[config.mk]
export PLATFORM = sky130hd
export DESIGN_NAME = mdio_master
export DESIGN_NICKNAME = d
export VERILOG_FILES = /design/src/rtl/mdio_pkg.sv /design/src/rtl/mdio_clk_div.sv /design/src/rtl/mdio_frame_engine.sv /design/src/rtl/mdio_master.sv
export SDC_FILE = /design/constraint.sdc
export NUM_CORES = 1
export LEC_CHECK = 0
export ABC_AREA = 1
export ABC_CLOCK_PERIOD_IN_PS = 1700
export BUFFER_PORTS_ARGS = -buffer_cell sky130_fd_sc_hd__buf_2
export CORE_ASPECT_RATIO = 1.1
export CORE_MARGIN = 2
export CORE_UTILIZATION = 30
export DETAILED_ROUTE_END_ITERATION = 16
export PLACE_DENSITY = 0.52
export SLEW_MARGIN = 20
export SYNTH_ARGS = -nofsm -noshare
export SYNTH_HDL_FRONTEND = slang
export SYNTH_SLANG_ARGS = --single-unit
[constraint.sdc]
create_clock -name clk_i -period 1.7 [get_ports clk_i]
set_input_delay 0.255 -clock clk_i [delete_from_list [all_inputs] [get_ports clk_i]]
set_output_delay 0.255 -clock clk_i [all_outputs]
set_load 0.01 [all_outputs]
[src/rtl/mdio_pkg.sv]
package mdio_pkg;
  localparam int unsigned FRAME_BITS = 64;
  localparam int unsigned TA_IDX     = 46;
  localparam int unsigned DATA_IDX   = 48;
  localparam int unsigned IDX_W      = $clog2(FRAME_BITS);

  typedef enum logic [1:0] {
    OP_ADDR45 = 2'd0,
    OP_WRITE  = 2'd1,
    OP_READ22 = 2'd2,
    OP_READ45 = 2'd3
  } mdio_op_e;

  typedef struct packed {
    logic       go;
    logic       rsvd;
    logic [4:0] regad;
    logic [4:0] phyad;
    logic [1:0] op;
    logic [1:0] st;
    logic [15:0] data;
  } mdio_cmd_t;

  function automatic logic op_is_read(logic [1:0] op);
    return op[1];
  endfunction
endpackage

[src/rtl/mdio_clk_div.sv]
module mdio_clk_div #(
  parameter int unsigned HALF_DIV = 2
) (
  input  logic clk_i,
  input  logic rst_ni,
  input  logic en_i,
  output logic tick_o
);
  localparam int unsigned CW = (HALF_DIV > 1) ? $clog2(HALF_DIV) : 1;
  localparam logic [CW-1:0] LAST = CW'(HALF_DIV - 1);

  logic [CW-1:0] cnt_q;

  assign tick_o = en_i && (cnt_q == LAST);

  always_ff @(posedge clk_i or negedge rst_ni) begin
    if (!rst_ni)      cnt_q <= '0;
    else if (!en_i)   cnt_q <= '0;
    else if (tick_o)  cnt_q <= '0;
    else              cnt_q <= cnt_q + 1'b1;
  end
endmodule

[src/rtl/mdio_frame_engine.sv]
module mdio_frame_engine
  import mdio_pkg::*;
(
  input  logic                  clk_i,
  input  logic                  rst_ni,
  input  logic                  start_i,
  input  logic [FRAME_BITS-1:0] frame_i,
  input  logic                  read_i,
  input  logic                  tick_i,
  input  logic                  mdio_i,
  output logic                  busy_o,
  output logic                  done_o,
  output logic                  mdc_o,
  output logic                  mdio_o,
  output logic                  mdio_oe_o,
  output logic [15:0]           rd_data_o
);
  localparam logic [IDX_W-1:0] LAST_IDX = IDX_W'(FRAME_BITS - 1);

  logic                  busy_q, mdc_q, read_q;
  logic [IDX_W-1:0]      idx_q;
  logic [FRAME_BITS-1:0] sh_q;
  logic [15:0]           rd_q;
  logic                  in_data, in_released, last_fall;

  assign in_data     = idx_q >= IDX_W'(DATA_IDX);
  assign in_released = idx_q >= IDX_W'(TA_IDX);
  assign last_fall   = tick_i && mdc_q && (idx_q == LAST_IDX);

  always_ff @(posedge clk_i or negedge rst_ni) begin
    if (!rst_ni) begin
      busy_q <= 1'b0;
      mdc_q  <= 1'b0;
      read_q <= 1'b0;
      idx_q  <= '0;
      sh_q   <= '0;
      rd_q   <= '0;
    end else if (!busy_q) begin
      if (start_i) begin
        busy_q <= 1'b1;
        mdc_q  <= 1'b0;
        read_q <= read_i;
        idx_q  <= '0;
        sh_q   <= frame_i;
      end
    end else if (tick_i) begin
      if (!mdc_q) begin
        mdc_q <= 1'b1;
        if (read_q && in_data) rd_q <= {rd_q[14:0], mdio_i};
      end else begin
        mdc_q <= 1'b0;
        if (idx_q == LAST_IDX) begin
          busy_q <= 1'b0;
          sh_q   <= '0;
        end else begin
          idx_q <= idx_q + 1'b1;
          sh_q  <= {sh_q[FRAME_BITS-2:0], 1'b0};
        end
      end
    end
  end

  assign busy_o    = busy_q;
  assign done_o    = last_fall;
  assign mdc_o     = mdc_q;
  assign mdio_o    = sh_q[FRAME_BITS-1];
  assign mdio_oe_o = busy_q && !(read_q && in_released);
  assign rd_data_o = rd_q;
endmodule

[src/rtl/mdio_master.sv]
module mdio_master
  import mdio_pkg::*;
#(
  parameter int unsigned HALF_DIV = 2
) (
  input  logic        clk_i,
  input  logic        rst_ni,
  input  logic        reg_we_i,
  input  logic [31:0] reg_wdata_i,
  output logic [31:0] reg_rdata_o,
  output logic        mdc_o,
  output logic        mdio_o,
  output logic        mdio_oe_o,
  input  logic        mdio_i
);
  mdio_cmd_t             wcmd;
  logic [29:0]           cmd_q;
  logic                  busy, done, tick, start, wr_read;
  logic [FRAME_BITS-1:0] frame;
  logic [15:0]           rd_data;
  logic                  last_read_q;

  assign wcmd    = mdio_cmd_t'(reg_wdata_i);
  assign start   = reg_we_i && wcmd.go && !busy;
  assign wr_read = op_is_read(wcmd.op);
  // TA value is irrelevant on reads: the pin is released there
  assign frame   = {32'hFFFF_FFFF, wcmd.st, wcmd.op, wcmd.phyad, wcmd.regad,
                    2'b10, wcmd.data};

  always_ff @(posedge clk_i or negedge rst_ni) begin
    if (!rst_ni) begin
      cmd_q       <= '0;
      last_read_q <= 1'b0;
    end else if (start) begin
      cmd_q       <= reg_wdata_i[29:0];
      last_read_q <= wr_read;
    end else if (done && last_read_q) begin
      cmd_q[15:0] <= rd_data;
    end
  end

  mdio_clk_div #(.HALF_DIV(HALF_DIV)) u_div (
    .clk_i  (clk_i),
    .rst_ni (rst_ni),
    .en_i   (busy),
    .tick_o (tick)
  );

  mdio_frame_engine u_eng (
    .clk_i     (clk_i),
    .rst_ni    (rst_ni),
    .start_i   (start),
    .frame_i   (frame),
    .read_i    (wr_read),
    .tick_i    (tick),
    .mdio_i    (mdio_i),
    .busy_o    (busy),
    .done_o    (done),
    .mdc_o     (mdc_o),
    .mdio_o    (mdio_o),
    .mdio_oe_o (mdio_oe_o),
    .rd_data_o (rd_data)
  );

  assign reg_rdata_o = {busy, 1'b0, cmd_q};
endmodule

==> summary.md, run 1 <==
| Metric | Value |
|---|---|
| DRT Pass-1 Iters | 5 |
| CTS tree | yes |
| CP Capture Type | primary output |
| Clock sink total | 119 |
| Number of port buffers | 68 |
| Worst Path Class, Setup | reg -> out |
| Hold WC Path Type | in -> reg |
| Clock-pin transition on the worst setup and hold timing paths | 0.06 ns |
| Remaining antenna violation count after routing | 0 |
| Avg Inst Size Synth | 8.69 µm² |
| Worst-path maximum fanout | 4 |
| DP Wirelength | 7890 µm |
| Vias/cell | 4.65 |
| Setup tns final | 0 ns |
| Largest net degree at the start of global routing | 48 |
| I/O pin cnt | 71 |
| Worst slew pin tran | 0.613 ns |
| FF+latch count, synth | 119 |
| First-pass GRT wire length | 19,800 µm |
| Syn_nets | 619 |
| Fmax | 0.592 GHz |
| WHS | 0.0615 ns |
| Die area | 0.0179 mm² |
| Top post-synthesis cells by area | dfrtp_1 59%, nand2_1 14%, nand3_1 8.1% |
| Num CTS Buffers | 17 |
| WP data required | 1.44 ns |
| Unique masters post-synth | 27 |
| Pwr Total | 6.79 mW |
| Status | completed |
| Leak | 3.16 nW |
| Peak VDD IR | 0.000743 V |
| Synthesized instance count | 582 |
| Fin crit share | 99.4% |
| RSZ-0062 raised after global routing | true |
| Routed WL | 12,200 µm |
| Layout Area Growth over Synthesis | 28.6% |
| Initial Util | 30.8% |
| Starting DRT DRC Count | 231 |
| Max Cap Violations | 0 |
| Worst skew pair latency | 0.42 ns |
| Gr ovfl total | 0 |
| Total track usage | 14.0% |
| Rel. slew slack | 59.1% |
| Synth top area share | 58.9% |
| Chip width | 128 µm |
| Area leader, netlist | dfrtp_1 |
| DR DRC count | 0 |
| Final Critical Period | 1.69 ns |
| Root buf cell | clkbuf_16 |
| Crit-path leading delay family | flip-flops |
| Pins Over Slew Limit | 0 |
| Cell Pwr Density | 1050 mW/mm² |
| Vias | 4,115 |
| Crit path buffers/inverters | 2 |
| Hold Crit Start | reg_wdata_i[22] |
| Die Y | 140 µm |
| Slowest stage delay, CP | 0.40 ns |
| Inserted Diodes | 0 |
| Nets | 704 |
| Setup violators final | 0 |
| Startpoint Class | register |
| Worst path cell trace | buf_6, nand3_1, nor2_1, nor3_2, buf_2 |
| Core ar. | 0.0164 mm² |
| H-tree depth | 4 |
| CTS Buffer Depth | 2 |
| # rows | 49 |
| Final GP Congestion | 0.750 |
| Yosys warnings | 0 |
| Crit path DAT | 1.43 ns |
| Routed len/inst | 13.8 µm |
| Sequential-to-total area share from yosys stat | 58.9% |
| Slowest stage cell, crit path | dfrtp_1 |
| Reg2reg start | u_eng.busy_o |
| Cell Area, Synth | 0.00505 mm² |
| Number of global-route vias before repair | 4,015 |
| Antenna violations before repair | 0 |
| Critical Path Source | u_eng.idx_q[5] |
| Ratio of cells with drive above 1 in the final layout | 22.1% |
| Final hold vios | 0 |
| Fin Clk Skew | 0.00917 ns |
[synthesized netlist by cell type, drive strengths merged]
cell type	number
nor3	1
dfrtp	119
conb	1
nand4	2
clkbuf	5
nand3	85
a21oi	1
xor2	1
ha	1
buf	31
nor2	42
o21ai	72
xnor2	1
inv	31
nand2	189
[cell usage in the layout (no fill, tap or decap), types with 2 or more instances in the layout]
master / count
buf_2: 67
nor2_4: 2
inv_1: 28
buf_6: 2
clkinv_4: 2
nand3_1: 82
nand2_2: 3
nor2_2: 2
nand3_2: 2
dfrtp_1: 118
buf_4: 23
clkinvlp_4: 5
nor2_1: 39
bufinv_16: 4
inv_6: 2
clkbuf_16: 19
nand2_1: 184
buf_12: 6
o21ai_1: 28
inv_2: 2
o21ai_0: 44
[routing by layer]
layer,vias up,routed length [µm],GRT usage (%)
met4,0,125,4.68
met2,72,5710,21.7
li1,2041,-,-
met5,-,0,0
met1,1990,5890,18.7
met3,12,436,4.24
[registers in the layout, indices dropped and copies added (netlist names)]
name	count
cmd_q	30
u_div.cnt_q	1
u_eng.busy_o	1
u_eng.idx_q	6
u_eng.mdc_o	1
u_eng.rd_data_o	16
u_eng.sh_q	64
[cells by family after synthesis]
| family | count (synthesis) | share of synthesized area (%) |
|---|---|---|
| compound gates | 73 | 7.23 |
| xor+xnor | 2 | 0.347 |
| fa+ha+maj | 1 | 0.247 |
| buf+inv | 67 | 6.21 |
| flops | 119 | 58.9 |
| other cells | 1 | 0.0742 |
| simple gates | 319 | 27.0 |
[metrics by stage]
stage               worst slack, ns  instances  cell area [µm²]  utilization, %
finish                       0.0106        884             6500            39.6
global route                -0.0802        884             6500            39.6
CTS                         0.00178        879             6400            39.0
detailed placement           0.0353        846             5750            35.0
global placement             -0.321        846             5750            35.0
floorplan                     0.298        582             5050               -
[what timing repair did]
action,4_1_cts,5_1_grt
hold buffers,1,0
setup endpoints to repair,1,52
gates cloned,0,3
buffers inserted,1,2
endpoints found under the hold margin,21,0
pin swaps,2,2
gates resized for setup,2,7
[worst reg2reg max path, stage by stage (launching register included)]
cell     delay (ns)
dfrtp_1        0.40
inv_4          0.09
buf_4          0.14
nand3_2        0.19
inv_2          0.18
buf_12         0.16
nand2_1        0.10
o21ai_0        0.13
nand2_1        0.08
nand2_1        0.06
[path summary, 6_finish.rpt]
kind / to / slack (ns) / cells after the start
setup / recovery: mdio_oe_o / 0.01 / 5
hold / removal: cmd_q[22] / 0.06 / 3
setup reg to reg: cmd_q[7] / 0.10 / 9
hold reg to reg: cmd_q[26] / 0.48 / 2
max in group asynchronous: u_eng.rd_data_o[6] / 0.83 / 3
min in group asynchronous: cmd_q[17] / 0.31 / 2
[report_power, final]
part / switching [mW] / internal, mW
clock network: 1.35 / 2.50
logic: 0.0712 / 0.0422
registers: 0 / 2.83
total: 1.42 / 5.37
[area by class of cell]
| type | count | area [µm²] |
|---|---|---|
| clock inverters | 14 | 198 |
| well taps | 204 | 255 |
| clock buffers | 18 | 439 |
| flip-flops and latches | 119 | 2980 |
| multi-input cells | 397 | 1800 |
| repair buffers | 101 | 711 |
| fillers | 1670 | 9930 |
| inverters | 31 | 119 |
No activity file was read; power rests on OpenSTA's default activity.
==> run 2, diff against run 1 <==
--- a/config.mk
+++ b/config.mk
@@ -6,12 +6,13 @@
 export NUM_CORES = 1
 export LEC_CHECK = 0
 export ABC_AREA = 1
-export ABC_CLOCK_PERIOD_IN_PS = 1700
+export ABC_CLOCK_PERIOD_IN_PS = 1900
 export BUFFER_PORTS_ARGS = -buffer_cell sky130_fd_sc_hd__buf_2
 export CORE_ASPECT_RATIO = 1.1
 export CORE_MARGIN = 2
 export CORE_UTILIZATION = 30
 export DETAILED_ROUTE_END_ITERATION = 16
+export MAX_ROUTING_LAYER = met4
 export PLACE_DENSITY = 0.52
 export SLEW_MARGIN = 20
 export SYNTH_ARGS = -nofsm -noshare
==> constraint.sdc (replaced) <==
create_clock -name clk_i -period 1.9 [get_ports clk_i]
set_input_delay 0.285 -clock clk_i [delete_from_list [all_inputs] [get_ports clk_i]]
set_output_delay 0.285 -clock clk_i [all_outputs]
set_load 0.01 [all_outputs]
==> run 2 against run 1 <==
  * Clock-buffer cell count increased by 5
  * Clock power down 17%
  * Power is 14% lower
  * Non-clock buffer count fell by 16
  * Via count is 1.9% lower
  * Worst hold slack improved by 0.045 ns
  * Register-to-register slack improved by 0.08 ns
  * First-iteration DRC count down 7.4%
  * Flip-flop and latch count stayed put
  * Critical path depth is 2 higher
  * Core utilization decreased by 1.6 points
  * Critical path type is now reg -> reg
  * Critical endpoint is now cmd_q[15]
==> summary.md, run 2 (same netlist as run 1, synthesis figures left out) <==
| Metric | Value |
|---|---|
| DP Wirelength | 7510 µm (was 7890 µm) |
| Number of port buffers | 68 (unchanged) |
| Int Power | 4.66 mW (was 5.37 mW) |
| Flip-flop and latch area | 0.00298 mm² (about the same) |
| Vias/cell | 4.67 (was 4.65) |
| Fin worst setup slack | 0.178 ns (was 0.0106 ns) |
| First-pass GRT wire length | 19,600 µm (was 19,800 µm) |
| Chip width | 128 µm (unchanged) |
| Clock sink total | 119 (unchanged) |
| WHS Path Cells | 3 (unchanged) |
| Post-Layout Inst Area | 0.00623 mm² (was 0.00650 mm²) |
| Vias | 4,037 (was 4,115) |
| I/O pin cnt | 71 (unchanged) |
| Sw power | 1.17 mW (was 1.42 mW) |
| Fin crit share | 90.7% |
| Inserted Diodes | 0 (unchanged) |
| DR DRC count | 0 (unchanged) |
| Setup tns final | 0 ns (unchanged) |
| H-tree depth | 4 (unchanged) |
| Total track usage | 14.2% (was 14.0%) |
| Hold WC Path Type | in -> reg (unchanged) |
| Clock-pin transition on the worst setup and hold timing paths | 0.05 ns (was 0.06 ns) |
| Pins Over Slew Limit | 0 (unchanged) |
| Final hold vios | 0 (unchanged) |
| Max reg flops | 64 (unchanged) |
| Flop pwr share | 43.6% (was 41.7%) |
| Status | completed (unchanged) |
| Max Cap Violations | 0 (unchanged) |
| Layout Cells excl Fill | 865 (was 884) |
| CTS Buffer Depth | 2 (unchanged) |
| Num CTS Buffers | 17 (unchanged) |
| Die area | 0.0179 mm² (unchanged) |
| Multi-input logic area | 0.00177 mm² (was 0.00180 mm²) |
| Die Y | 140 µm (unchanged) |
| Startpoint Class | register (unchanged) |
| Starting DRT DRC Count | 214 (was 231) |
| Leak | 3.04 nW (was 3.16 nW) |
| Cell Pwr Density | 935 mW/mm² (was 1050 mW/mm²) |
| Worst Path Class, Setup | reg -> reg (was reg -> out) |
| Initial Util | 30.8% (unchanged) |
| Placed insts | 834 (was 846) |
| Reg with most FFs | u_eng.sh_q (unchanged) |
| Filler cell count | 1,675 (was 1,670) |
| Layout Utilization | 37.9% (was 39.6%) |
| Root buf cell | clkbuf_16 (unchanged) |
| Largest net degree at the start of global routing | 64 (was 48) |
| WP data required | 2.25 ns (was 1.44 ns) |
| Worst skew pair latency | 0.41 ns (was 0.42 ns) |
| Ratio of cells with drive above 1 in the final layout | 19.1% (was 22.1%) |
| Layout Area Growth over Synthesis | 23.3% (was 28.6%) |
| Final Critical Period | 1.72 ns |
| Routed WL | 11,500 µm (was 12,200 µm) |
| DRT Pass-1 Iters | 7 (was 5) |
| Fmax | 0.581 GHz |
| DP Area | 0.00563 mm² (was 0.00575 mm²) |
| Crit path DAT | 2.07 ns (was 1.43 ns) |
| Setup violators final | 0 (unchanged) |
| Post-CTS sizing | 0 (was 2) |
| Dpl ws | 0.183 ns (was 0.0353 ns) |
| Cell count of the worst reg-to-reg path | 7 (was 9) |
| CP Capture Type | register (was primary output) |
| Worst-path maximum fanout | 17 (was 4) |
| Antenna violations before repair | 0 (unchanged) |
| Remaining antenna violation count after routing | 0 (unchanged) |
| Number of global-route vias before repair | 3,986 (was 4,015) |
| # rows | 49 (unchanged) |
| CTS tree | yes (unchanged) |
| Core ar. | 0.0164 mm² (unchanged) |
| Nets | 687 (was 704) |
| Routed len/inst | 13.3 µm (was 13.8 µm) |
| Switching share of power | 20.0% (was 20.9%) |
| Most frequent cells in the layout | 185 x nand2_1, 119 x dfrtp_1, 82 x nand3_1 (was 184 x nand2_1, 118 x dfrtp_1, 82 x nand3_1) |
| Final GP Congestion | 0.744 (was 0.750) |
| Commonest non-fill, non-tap cell in the layout | nand2_1 (unchanged) |
| Peak VDD IR | 0.000552 V (was 0.000743 V) |
| Logic pwr share | 1.7% (about the same) |
| Fin Clk Skew | 0.0155 ns (was 0.00917 ns) |
| Gr ovfl total | 0 (unchanged) |
| Clk network pwr share | 54.7% (was 56.6%) |
| RSZ-0062 raised after global routing | false (was true) |
## run 2: cell type report
type | count | share of cell area, %
inverter | 31 | 1.91
clock buffer | 23 | 7.99
timing repair buffer | 85 | 8.39
clock inverter | 7 | 1.51
sequential | 119 | 47.8
tap | 204 | 4.10
multi-input combinational | 396 | 28.3
## run 2: power groups by stage
| stage | Clock (mW) | Combinational [mW] | Sequential, mW |
|---|---|---|---|
| finish | 3.19 | 0.0997 | 2.54 |
| global route | 3.40 | 0.115 | 2.53 |
| CTS | 3.28 | 0.106 | 2.54 |
| detailed placement | 0 | 0.103 | 2.58 |
| global placement | 0 | 0.103 | 2.58 |
| floorplan | 0 | 0.00404 | 2.58 |
## run 2: what timing repair did
item / in CTS / in global routing
setup buffers: 0 / 0
hold buffers: 1 / 0
hold endpoints to repair: 119 / 0
## run 2: final timing paths
kind                       slack, ns             from        endpoint
hold / removal                  0.11  reg_wdata_i[20]       cmd_q[20]
setup reg to reg                0.18   u_eng.idx_q[0]       cmd_q[15]
min in group asynchronous       0.44           rst_ni  u_eng.idx_q[2]
max in group asynchronous       1.16           rst_ni       cmd_q[20]
setup / recovery                0.18   u_eng.idx_q[0]       cmd_q[15]
hold reg to reg                 0.47        cmd_q[25]       cmd_q[25]
## run 2: stage by stage
stage               power [mW]  hold WS (ns)
floorplan                 2.59       -0.0106
global placement          2.68         0.326
detailed placement        2.68         0.323
CTS                       5.92        0.0882
global route              6.05         0.113
finish                    5.83         0.107
## run 2: worst max-delay path, stage by stage, from the launching register on
cell     delay (ns)
dfrtp_1        0.45
ha_1           0.24
nand3_2        0.14
nor2_4         0.17
nand3_4        0.23
nand2_4        0.26
nand2_1        0.08
nand2_1        0.07
## run 2: per-layer routing
metal	global-route usage (%)	part of all wire (%)
met3	4.01	3.9
met2	21.2	46
met1	18.7	49
met4	5.15	1.3
met5	-	0
